===== src/rtl/gpio8_pkg.sv =====
package gpio8_pkg;
   // word indices (address bits [9:2]) inside the register window 0x400-0x7FC
   localparam logic [7:0] W_DIR   = 8'h00;
   localparam logic [7:0] W_SENSE = 8'h01;
   localparam logic [7:0] W_BOTH  = 8'h02;
   localparam logic [7:0] W_POL   = 8'h03;
   localparam logic [7:0] W_EN    = 8'h04;
   localparam logic [7:0] W_RAW   = 8'h05;
   localparam logic [7:0] W_MSK   = 8'h06;
   localparam logic [7:0] W_CLR   = 8'h07;
   // address bits [11:4] of the identification bytes
   localparam logic [7:0] ID_PAGE = 8'hFE;

   typedef enum logic [1:0] {
      REGION_DATA = 2'b00,
      REGION_CTRL = 2'b01,
      REGION_NONE = 2'b10,
      REGION_TOP  = 2'b11
   } region_e;
endpackage


===== src/rtl/gpio8_sync.sv =====
module gpio8_sync #(
   parameter int unsigned WIDTH  = 8,
   parameter int unsigned STAGES = 2
) (
   input  logic             clk,
   input  logic             rst_n,
   input  logic [WIDTH-1:0] d,
   output logic [WIDTH-1:0] q
);
   if (STAGES < 2) begin : g_bad_stages
      $error("gpio8_sync: STAGES must be at least 2");
   end

   logic [WIDTH-1:0] chain_q [STAGES];

   always_ff @(posedge clk or negedge rst_n) begin
      if (!rst_n) chain_q[0] <= '0;
      else        chain_q[0] <= d;
   end

   for (genvar s = 1; s < STAGES; s++) begin : g_stage
      always_ff @(posedge clk or negedge rst_n) begin
         if (!rst_n) chain_q[s] <= '0;
         else        chain_q[s] <= chain_q[s-1];
      end
   end

   assign q = chain_q[STAGES-1];
endmodule


===== src/rtl/gpio8_pin_irq.sv =====
module gpio8_pin_irq (
   input  logic clk,
   input  logic rst_n,
   input  logic lvl_i,
   input  logic sense_lvl_i,
   input  logic both_i,
   input  logic pol_i,
   input  logic clr_i,
   output logic raw_o
);
   logic prev_q, latch_q;
   logic rise, fall, evt;

   always_ff @(posedge clk or negedge rst_n) begin
      if (!rst_n) prev_q <= 1'b0;
      else        prev_q <= lvl_i;
   end

   assign rise = lvl_i & ~prev_q;
   assign fall = ~lvl_i & prev_q;
   assign evt  = ~sense_lvl_i & (both_i ? (rise | fall) : (pol_i ? rise : fall));

   // set has priority over clear
   always_ff @(posedge clk or negedge rst_n) begin
      if (!rst_n)     latch_q <= 1'b0;
      else if (evt)   latch_q <= 1'b1;
      else if (clr_i) latch_q <= 1'b0;
   end

   assign raw_o = sense_lvl_i ? (lvl_i == pol_i) : latch_q;

   a_r9_edge_beats_clear: assert property (@(posedge clk) disable iff (!rst_n)
      (evt && clr_i) |=> latch_q);
   a_r9_clear_drops: assert property (@(posedge clk) disable iff (!rst_n)
      (clr_i && !evt) |=> !latch_q);
   a_r7_latch_holds: assert property (@(posedge clk) disable iff (!rst_n)
      (latch_q && !clr_i) |=> latch_q);
   a_r8_both_rise: assert property (@(posedge clk) disable iff (!rst_n)
      (!sense_lvl_i && both_i && lvl_i && !prev_q) |=> latch_q);
endmodule


===== src/rtl/gpio8_ctrl.sv =====
module gpio8_ctrl #(
   parameter int unsigned NUM_PINS    = 8,
   parameter int unsigned ADDR_W      = 12,
   parameter int unsigned SYNC_STAGES = 2,
   parameter logic [31:0] ID_VALUE    = 32'h0004_1061
) (
   input  logic                clk,
   input  logic                rst_n,
   input  logic [ADDR_W-1:0]   bus_addr,
   input  logic                bus_we,
   input  logic [NUM_PINS-1:0] bus_wdata,
   output logic [NUM_PINS-1:0] bus_rdata,
   input  logic [NUM_PINS-1:0] pin_in,
   output logic [NUM_PINS-1:0] pin_out,
   output logic [NUM_PINS-1:0] pin_oe,
   output logic                irq_o
);
   import gpio8_pkg::*;

   localparam int unsigned MASK_LSB = 2;
   localparam int unsigned MASK_MSB = MASK_LSB + NUM_PINS - 1;

   if (NUM_PINS != 8) begin : g_bad_pins
      $error("gpio8_ctrl: the address-mask scheme needs NUM_PINS == 8");
   end
   if (ADDR_W != 12) begin : g_bad_addr
      $error("gpio8_ctrl: ADDR_W must be 12 (4 KB window)");
   end

   logic [NUM_PINS-1:0] dir_q, sense_q, both_q, pol_q, en_q, out_q;
   logic [NUM_PINS-1:0] lvl, raw, msk, clr, pin_val, amask;
   logic                aligned, sel_data, sel_ctrl, sel_id;
   logic [7:0]          word;
   region_e             region;

   assign region   = region_e'(bus_addr[ADDR_W-1:ADDR_W-2]);
   assign aligned  = (bus_addr[1:0] == 2'b00);
   assign word     = bus_addr[MASK_MSB:MASK_LSB];
   assign amask    = bus_addr[MASK_MSB:MASK_LSB];
   assign sel_data = aligned && (region == REGION_DATA);
   assign sel_ctrl = aligned && (region == REGION_CTRL);
   assign sel_id   = aligned && (bus_addr[ADDR_W-1:4] == ID_PAGE);

   gpio8_sync #(.WIDTH(NUM_PINS), .STAGES(SYNC_STAGES)) u_sync (
      .clk(clk), .rst_n(rst_n), .d(pin_in), .q(lvl)
   );

   // configuration registers
   always_ff @(posedge clk or negedge rst_n) begin
      if (!rst_n) begin
         dir_q   <= '0;
         sense_q <= '0;
         both_q  <= '0;
         pol_q   <= '0;
         en_q    <= '0;
      end else if (bus_we && sel_ctrl) begin
         case (word)
            W_DIR:   dir_q   <= bus_wdata;
            W_SENSE: sense_q <= bus_wdata;
            W_BOTH:  both_q  <= bus_wdata;
            W_POL:   pol_q   <= bus_wdata;
            W_EN:    en_q    <= bus_wdata;
            default: ;
         endcase
      end
   end

   // output data: per-pin write gated by address mask and direction
   for (genvar i = 0; i < NUM_PINS; i++) begin : g_out
      always_ff @(posedge clk or negedge rst_n) begin
         if (!rst_n)
            out_q[i] <= 1'b0;
         else if (bus_we && sel_data && amask[i] && dir_q[i])
            out_q[i] <= bus_wdata[i];
      end

      a_r4_input_write_ignored: assert property (@(posedge clk) disable iff (!rst_n)
         (bus_we && sel_data && !dir_q[i]) |=> $stable(out_q[i]));
      a_r1_unmasked_holds: assert property (@(posedge clk) disable iff (!rst_n)
         (bus_we && sel_data && !amask[i]) |=> $stable(out_q[i]));
   end

   assign clr = (bus_we && sel_ctrl && word == W_CLR) ? bus_wdata : '0;

   for (genvar i = 0; i < NUM_PINS; i++) begin : g_pin
      gpio8_pin_irq u_irq (
         .clk        (clk),
         .rst_n      (rst_n),
         .lvl_i      (lvl[i]),
         .sense_lvl_i(sense_q[i]),
         .both_i     (both_q[i]),
         .pol_i      (pol_q[i]),
         .clr_i      (clr[i]),
         .raw_o      (raw[i])
      );
   end

   assign msk     = raw & en_q;
   assign irq_o   = |msk;
   assign pin_out = out_q;
   assign pin_oe  = dir_q;
   assign pin_val = (dir_q & out_q) | (~dir_q & lvl);

   always_comb begin
      bus_rdata = '0;
      if (sel_data) begin
         bus_rdata = pin_val & amask;
      end else if (sel_ctrl) begin
         case (word)
            W_DIR:   bus_rdata = dir_q;
            W_SENSE: bus_rdata = sense_q;
            W_BOTH:  bus_rdata = both_q;
            W_POL:   bus_rdata = pol_q;
            W_EN:    bus_rdata = en_q;
            W_RAW:   bus_rdata = raw;
            W_MSK:   bus_rdata = msk;
            default: bus_rdata = '0;
         endcase
      end else if (sel_id) begin
         bus_rdata = ID_VALUE[8*bus_addr[3:2] +: 8];
      end
   end

   a_r3_oe_follows_dir_write: assert property (@(posedge clk) disable iff (!rst_n)
      (bus_we && sel_ctrl && word == W_DIR) |=> (pin_oe == $past(bus_wdata)));
   a_r12_status_write_ignored: assert property (@(posedge clk) disable iff (!rst_n)
      (bus_we && !(sel_ctrl && word <= W_EN)) |=> ($stable(en_q) && $stable(dir_q)));
endmodule


===== config.mk =====
export PLATFORM = sky130hd
export DESIGN_NAME = gpio8_ctrl
export DESIGN_NICKNAME = d
export VERILOG_FILES = /design/src/rtl/gpio8_pkg.sv /design/src/rtl/gpio8_sync.sv /design/src/rtl/gpio8_pin_irq.sv /design/src/rtl/gpio8_ctrl.sv
export SDC_FILE = /design/constraint.sdc
export NUM_CORES = 1
export LEC_CHECK = 0
export ABC_AREA = 1
export CAP_MARGIN = 10
export CORE_MARGIN = 2
export CORE_UTILIZATION = 50
export DETAILED_ROUTE_END_ITERATION = 6
export GPL_TIMING_DRIVEN = 0
export HOLD_SLACK_MARGIN = 0.05
export PLACE_DENSITY = 0.8
export SLEW_MARGIN = 10
export SYNTH_ARGS = -nofsm -noshare
export SYNTH_HDL_FRONTEND = slang
export SYNTH_SLANG_ARGS = --single-unit

===== constraint.sdc =====
create_clock -name clk -period 2.4 [get_ports clk]
set_input_delay 0.72 -clock clk [delete_from_list [all_inputs] [get_ports clk]]
set_output_delay 0.72 -clock clk [all_outputs]
set_load 0.1 [all_outputs]

==> metrics.txt <==
# TYPE chip_impl_metric gauge
chip_impl_info{name="violations",value="negative setup slack"} 1
chip_impl_metric{name="dp.final_hpwl",unit="mm"} 8.56
chip_impl_metric{name="initial_utilization",unit="%"} 51.6
chip_impl_info{name="rsz0062_at_grt",value="true"} 1
chip_impl_metric{name="clk_transition_reported_paths",unit="ps"} 90
chip_impl_metric{name="post_syn_instances",unit=""} 540
chip_impl_metric{name="fmax",unit="MHz"} 364
chip_impl_metric{name="critical_path_peak_fanout",unit=""} 4
chip_impl_info{name="cpMostUsedCell",value="nand2_8"} 1
chip_impl_metric{name="timing.final.hold_violations",unit=""} 0
chip_impl_metric{name="cpPeakStageDelay",unit="ps"} 160
chip_impl_metric{name="worst_pin_slew",unit="ps"} 957
chip_impl_metric{name="fin_skew",unit="ps"} 11.3
chip_impl_metric{name="die_h",unit="um"} 99.1
chip_impl_metric{name="grt-ovfl-total",unit=""} 0
chip_impl_info{name="hold_path_class",value="in2async"} 1
chip_impl_info{name="cp_cell_sequence",value="buf_8, inv_6, nand2_8, nor2_4, buf_4, nand3_1, nand2_1, nor2_1, nand3_2, nand2_4, nand2_8, buf_12"} 1
chip_impl_metric{name="ant_nets",unit=""} 0
chip_impl_metric{name="setup_slack",unit="ps"} -347
chip_impl_metric{name="finish.instance_area",unit="mm^2"} 0.00653
chip_impl_metric{name="syn_avg_cell_area",unit="um^2"} 8.38
chip_impl_metric{name="synth-seq-cells",unit=""} 80
chip_impl_metric{name="final-setup-viol-count",unit=""} 9
chip_impl_metric{name="worst_slack_after_detailed_placement",unit="ps"} -1940
chip_impl_metric{name="power.density_cell_area",unit="mW/mm^2"} 439
chip_impl_metric{name="fin_crit_sh",unit="%"} 114
chip_impl_metric{name="grt_pass1_wl",unit="mm"} 22.6
chip_impl_metric{name="place.port_buffers",unit=""} 55
chip_impl_metric{name="timing.final.crit_period",unit="ps"} 2750
chip_impl_info{name="crit_path_end_kind",value="output port"} 1
chip_impl_metric{name="placed_standard_cell_area",unit="mm^2"} 0.00537
chip_impl_metric{name="critical_path_arrival",unit="ps"} 2030
chip_impl_metric{name="antenna_cells",unit=""} 0
chip_impl_info{name="cts_tree",value="built"} 1
chip_impl_metric{name="detailedRoute.firstPassIterationCount",unit=""} 5
chip_impl_metric{name="rows",unit=""} 34
chip_impl_metric{name="chipWidth",unit="um"} 99.1
chip_impl_metric{name="final_nets",unit=""} 704
chip_impl_metric{name="htreeDepth",unit=""} 3
chip_impl_metric{name="max-cap-violations",unit=""} 0
chip_impl_metric{name="synth-seq-area-share",unit="%"} 44.3
chip_impl_metric{name="ir_drop",unit="V"} 0.000259
chip_impl_metric{name="core",unit="mm^2"} 0.00876
chip_impl_metric{name="ys_types",unit=""} 29
chip_impl_metric{name="power.switching_fraction",unit="%"} 25.0
chip_impl_metric{name="final-max-slew-violation-count",unit=""} 0
chip_impl_metric{name="timing.critical_path.required",unit="ps"} 1680
chip_impl_info{name="run_status",value="finished with violations"} 1
chip_impl_metric{name="clock_network_latency_to_the_later_pin_of_the_worst_skew_pair",unit="ps"} 370
chip_impl_metric{name="static-leakage-power",unit="nW"} 3.11
chip_impl_metric{name="synthesis.nets",unit=""} 587
chip_impl_metric{name="wl_per_cell",unit="um"} 19.4
chip_impl_metric{name="ctsHoldBuffers",unit=""} 0
chip_impl_metric{name="grt_pass1_vias",unit=""} 4577
chip_impl_metric{name="tritoncts_num_sinks",unit=""} 80
chip_impl_metric{name="number_of_drc_violations_after_detailed_routing",unit=""} 0
chip_impl_metric{name="grt_antenna_before_repair",unit=""} 0
chip_impl_metric{name="drt-total-wl",unit="mm"} 14.9
chip_impl_info{name="crit_type",value="in2out"} 1
chip_impl_info{name="sort_of_element_at_the_start_of_the_critical_path",value="input pin"} 1
chip_impl_metric{name="syn_area",unit="mm^2"} 0.00452
chip_impl_metric{name="grt_start_max_net_pins",unit=""} 58
chip_impl_metric{name="minimum_hold_slack",unit="ps"} 253
chip_impl_metric{name="number_of_buffers_on_the_longest_clock_path",unit=""} 2
chip_impl_metric{name="net-switching-power",unit="uW"} 716
chip_impl_metric{name="combinationalPowerShare",unit="%"} 12.2
chip_impl_metric{name="power_frac_seq",unit="%"} 48.4
chip_impl_metric{name="die_area",unit="mm^2"} 0.00982
chip_impl_metric{name="clkPwrFrac",unit="%"} 39.4
chip_impl_metric{name="relSlewSlack",unit="%"} 36.4
chip_impl_metric{name="layout_cell_share_with_drive_strength_beyond_1",unit="%"} 39.5
chip_impl_metric{name="track_usage",unit="%"} 29.7
chip_impl_metric{name="yosys_warnings",unit=""} 0
chip_impl_metric{name="pin_count",unit=""} 56
chip_impl_metric{name="internal_power",unit="mW"} 2.15
chip_impl_info{name="critPathSlowestCell",value="nor2_4"} 1
chip_impl_metric{name="area_overhead_of_the_layout_relative_to_synthesis",unit="%"} 44.5
chip_impl_metric{name="vias",unit=""} 4505
chip_impl_metric{name="cts_inserted_buffers",unit=""} 9
chip_impl_metric{name="vias_per_cell",unit=""} 5.86
chip_impl_info{name="cts-root-buf",value="clkbuf_8"} 1
chip_impl_metric{name="finalWeightedCongestion",unit=""} 0.948
chip_impl_metric{name="drt-initial-drc-count",unit=""} 500
## per-layer routing
| metal | vias up | track usage (%) | share of wire [%] |
|---|---|---|---|
| met3 | 78 | 6.04 | 9.6 |
| met2 | 252 | 47.8 | 48 |
| met5 | - | 0 | 0 |
| met1 | 2160 | 37.4 | 37 |
| met4 | 0 | 16.8 | 5.3 |
| li1 | 2015 | - | - |
## stage by stage
stage               utilization (%)  std cells  total power [mW]  setup TNS [ps]
floorplan                         -        540              1.54            -235
global placement               61.0        703              1.66         -195250
detailed placement             61.3        704              1.67          -18910
CTS                            71.1        759              2.83           -2510
global route                   74.6        769              2.95           -2920
finish                         74.6        769              2.87           -2410
## cell families (layout without fill, tap and decap cells)
group | count (synthesis) | after routing | synth area share [%]
AO/OA/AOI/OAI | 96 | 96 | 14.8
adder cells (fa/ha/maj) | 16 | 16 | 4.43
buffers and inverters | 72 | 193 | 7.50
flip-flops | 80 | 80 | 44.3
AND/OR/NAND/NOR | 276 | 276 | 29.0
## cell type report
class,count,area (um^2)
clock inverter,3,65.1
clock buffer,12,155
multi-input combinational,388,2680
buffer,7,96.3
tap,108,135
fill,545,2230
inverter,65,272
sequential,80,2010
timing repair buffer,106,1120
## synthesized netlist by cell type
library cell	instances	area share, %
nand4_1	2	0.28
nand3_4	5	1.9
or2_2	3	0.41
inv_2	2	0.17
nand3_1	43	4.8
nand2_4	4	1.0
o2111ai_1	5	0.97
dfrtp_1	80	44
nand2_1	152	13
ha_1	16	4.4
buf_6	6	1.5
buf_12	1	0.44
o21ai_0	26	2.9
inv_8	1	0.25
o21ai_1	11	1.2
nand2_2	7	0.97
nor2_1	43	3.6
nor3_1	2	0.22
inv_1	62	5.1
o22ai_1	2	0.28
nor2_4	5	1.2
a221o_1	6	1.3
o21ai_2	35	6.8
nor4_1	1	0.14
a22oi_1	2	0.33
nor2_2	7	0.97
o211ai_1	1	0.17
nor2_8	2	0.89
a21oi_1	8	0.89
## cell usage in the layout, fill, tap and decap left out, types with 2 or more instances in the layout
cell type        synthesis  routed
inv_1                   62      50
nor2_2                   7      14
nand2_2                  7      20
nand3_1                 43      28
o2111ai_4                0       4
a221o_1                  6       6
nand2_8                  0       6
nor3_2                   0       2
bufinv_16                0       2
a22oi_1                  2       2
inv_2                    2      10
clkbuf_16                0       2
nand2_1                152     125
nand2_4                  4      12
clkbuf_2                 0       7
dfrtp_2                  0       4
buf_6                    6      12
or2_2                    3       3
clkdlybuf4s15_1          0       2
o21ai_2                 35      46
clkdlybuf4s15_2          0       3
nand3_2                  0      11
buf_12                   1      15
dfrtp_1                 80      76
dlygate4sd2_1            0       8
buf_8                    0       4
clkbuf_8                 0      11
o21ai_0                 26      19
nand3_4                  5       9
buf_4                    0      42
nor2_4                   5      11
nor2_1                  43      30
clkinvlp_4               0       2
nand4_1                  2       2
o21ai_1                 11       7
clkdlybuf4s50_1          0      17
a21oi_1                  8       8
nor2_8                   2       2
ha_1                    16      16
## worst max-delay path, delay by kind of cell
kind | cells | cell delay, ps
buf+inv | 4 | 530
simple gates | 8 | 770
## worst paths after layout
| kind | cells past startpoint | start | slack [ps] | endpoint |
|---|---|---|---|---|
| setup / recovery | 12 | bus_addr[5] | -350 | bus_rdata[1] |
| hold / removal | 1 | rst_n | 250 | pin_out[1] |
| setup reg to reg | 4 | u_sync.q[1] | 1060 | g_pin[1].u_irq.latch_q |
| hold reg to reg | 0 | u_sync.chain_q[9] | 350 | u_sync.q[1] |
| max in group asynchronous | 2 | rst_n | 1540 | en_q[6] |
| min in group clk | 0 | u_sync.chain_q[9] | 350 | u_sync.q[1] |
## power groups by stage
stage	Sequential [mW]	Clock, mW	Combinational, mW
6_report	1.39	1.13	0.349
5_1_grt	1.39	1.19	0.374
4_1_cts	1.39	1.13	0.308
3_5_place_dp	1.42	0	0.258
3_3_place_gp	1.41	0	0.243
2_1_floorplan	1.42	0	0.122
## state kept, by name, summed over array words and instances, names as in the netlist
signal and count:
both_q 8, en_q 8, g_pin.u_irq.latch_q 8, g_pin.u_irq.prev_q 8, pin_oe 8, pin_out 8, pol_q 8, sense_q 8
u_sync.chain_q 8, u_sync.q 8
## timing repair
action	CTS	global route
pin swaps	29	39
setup buffers	39	10
endpoints found under the setup margin	25	14
resized for setup	230	80
cloned	1	2
(Power assumes the default switching activity.)
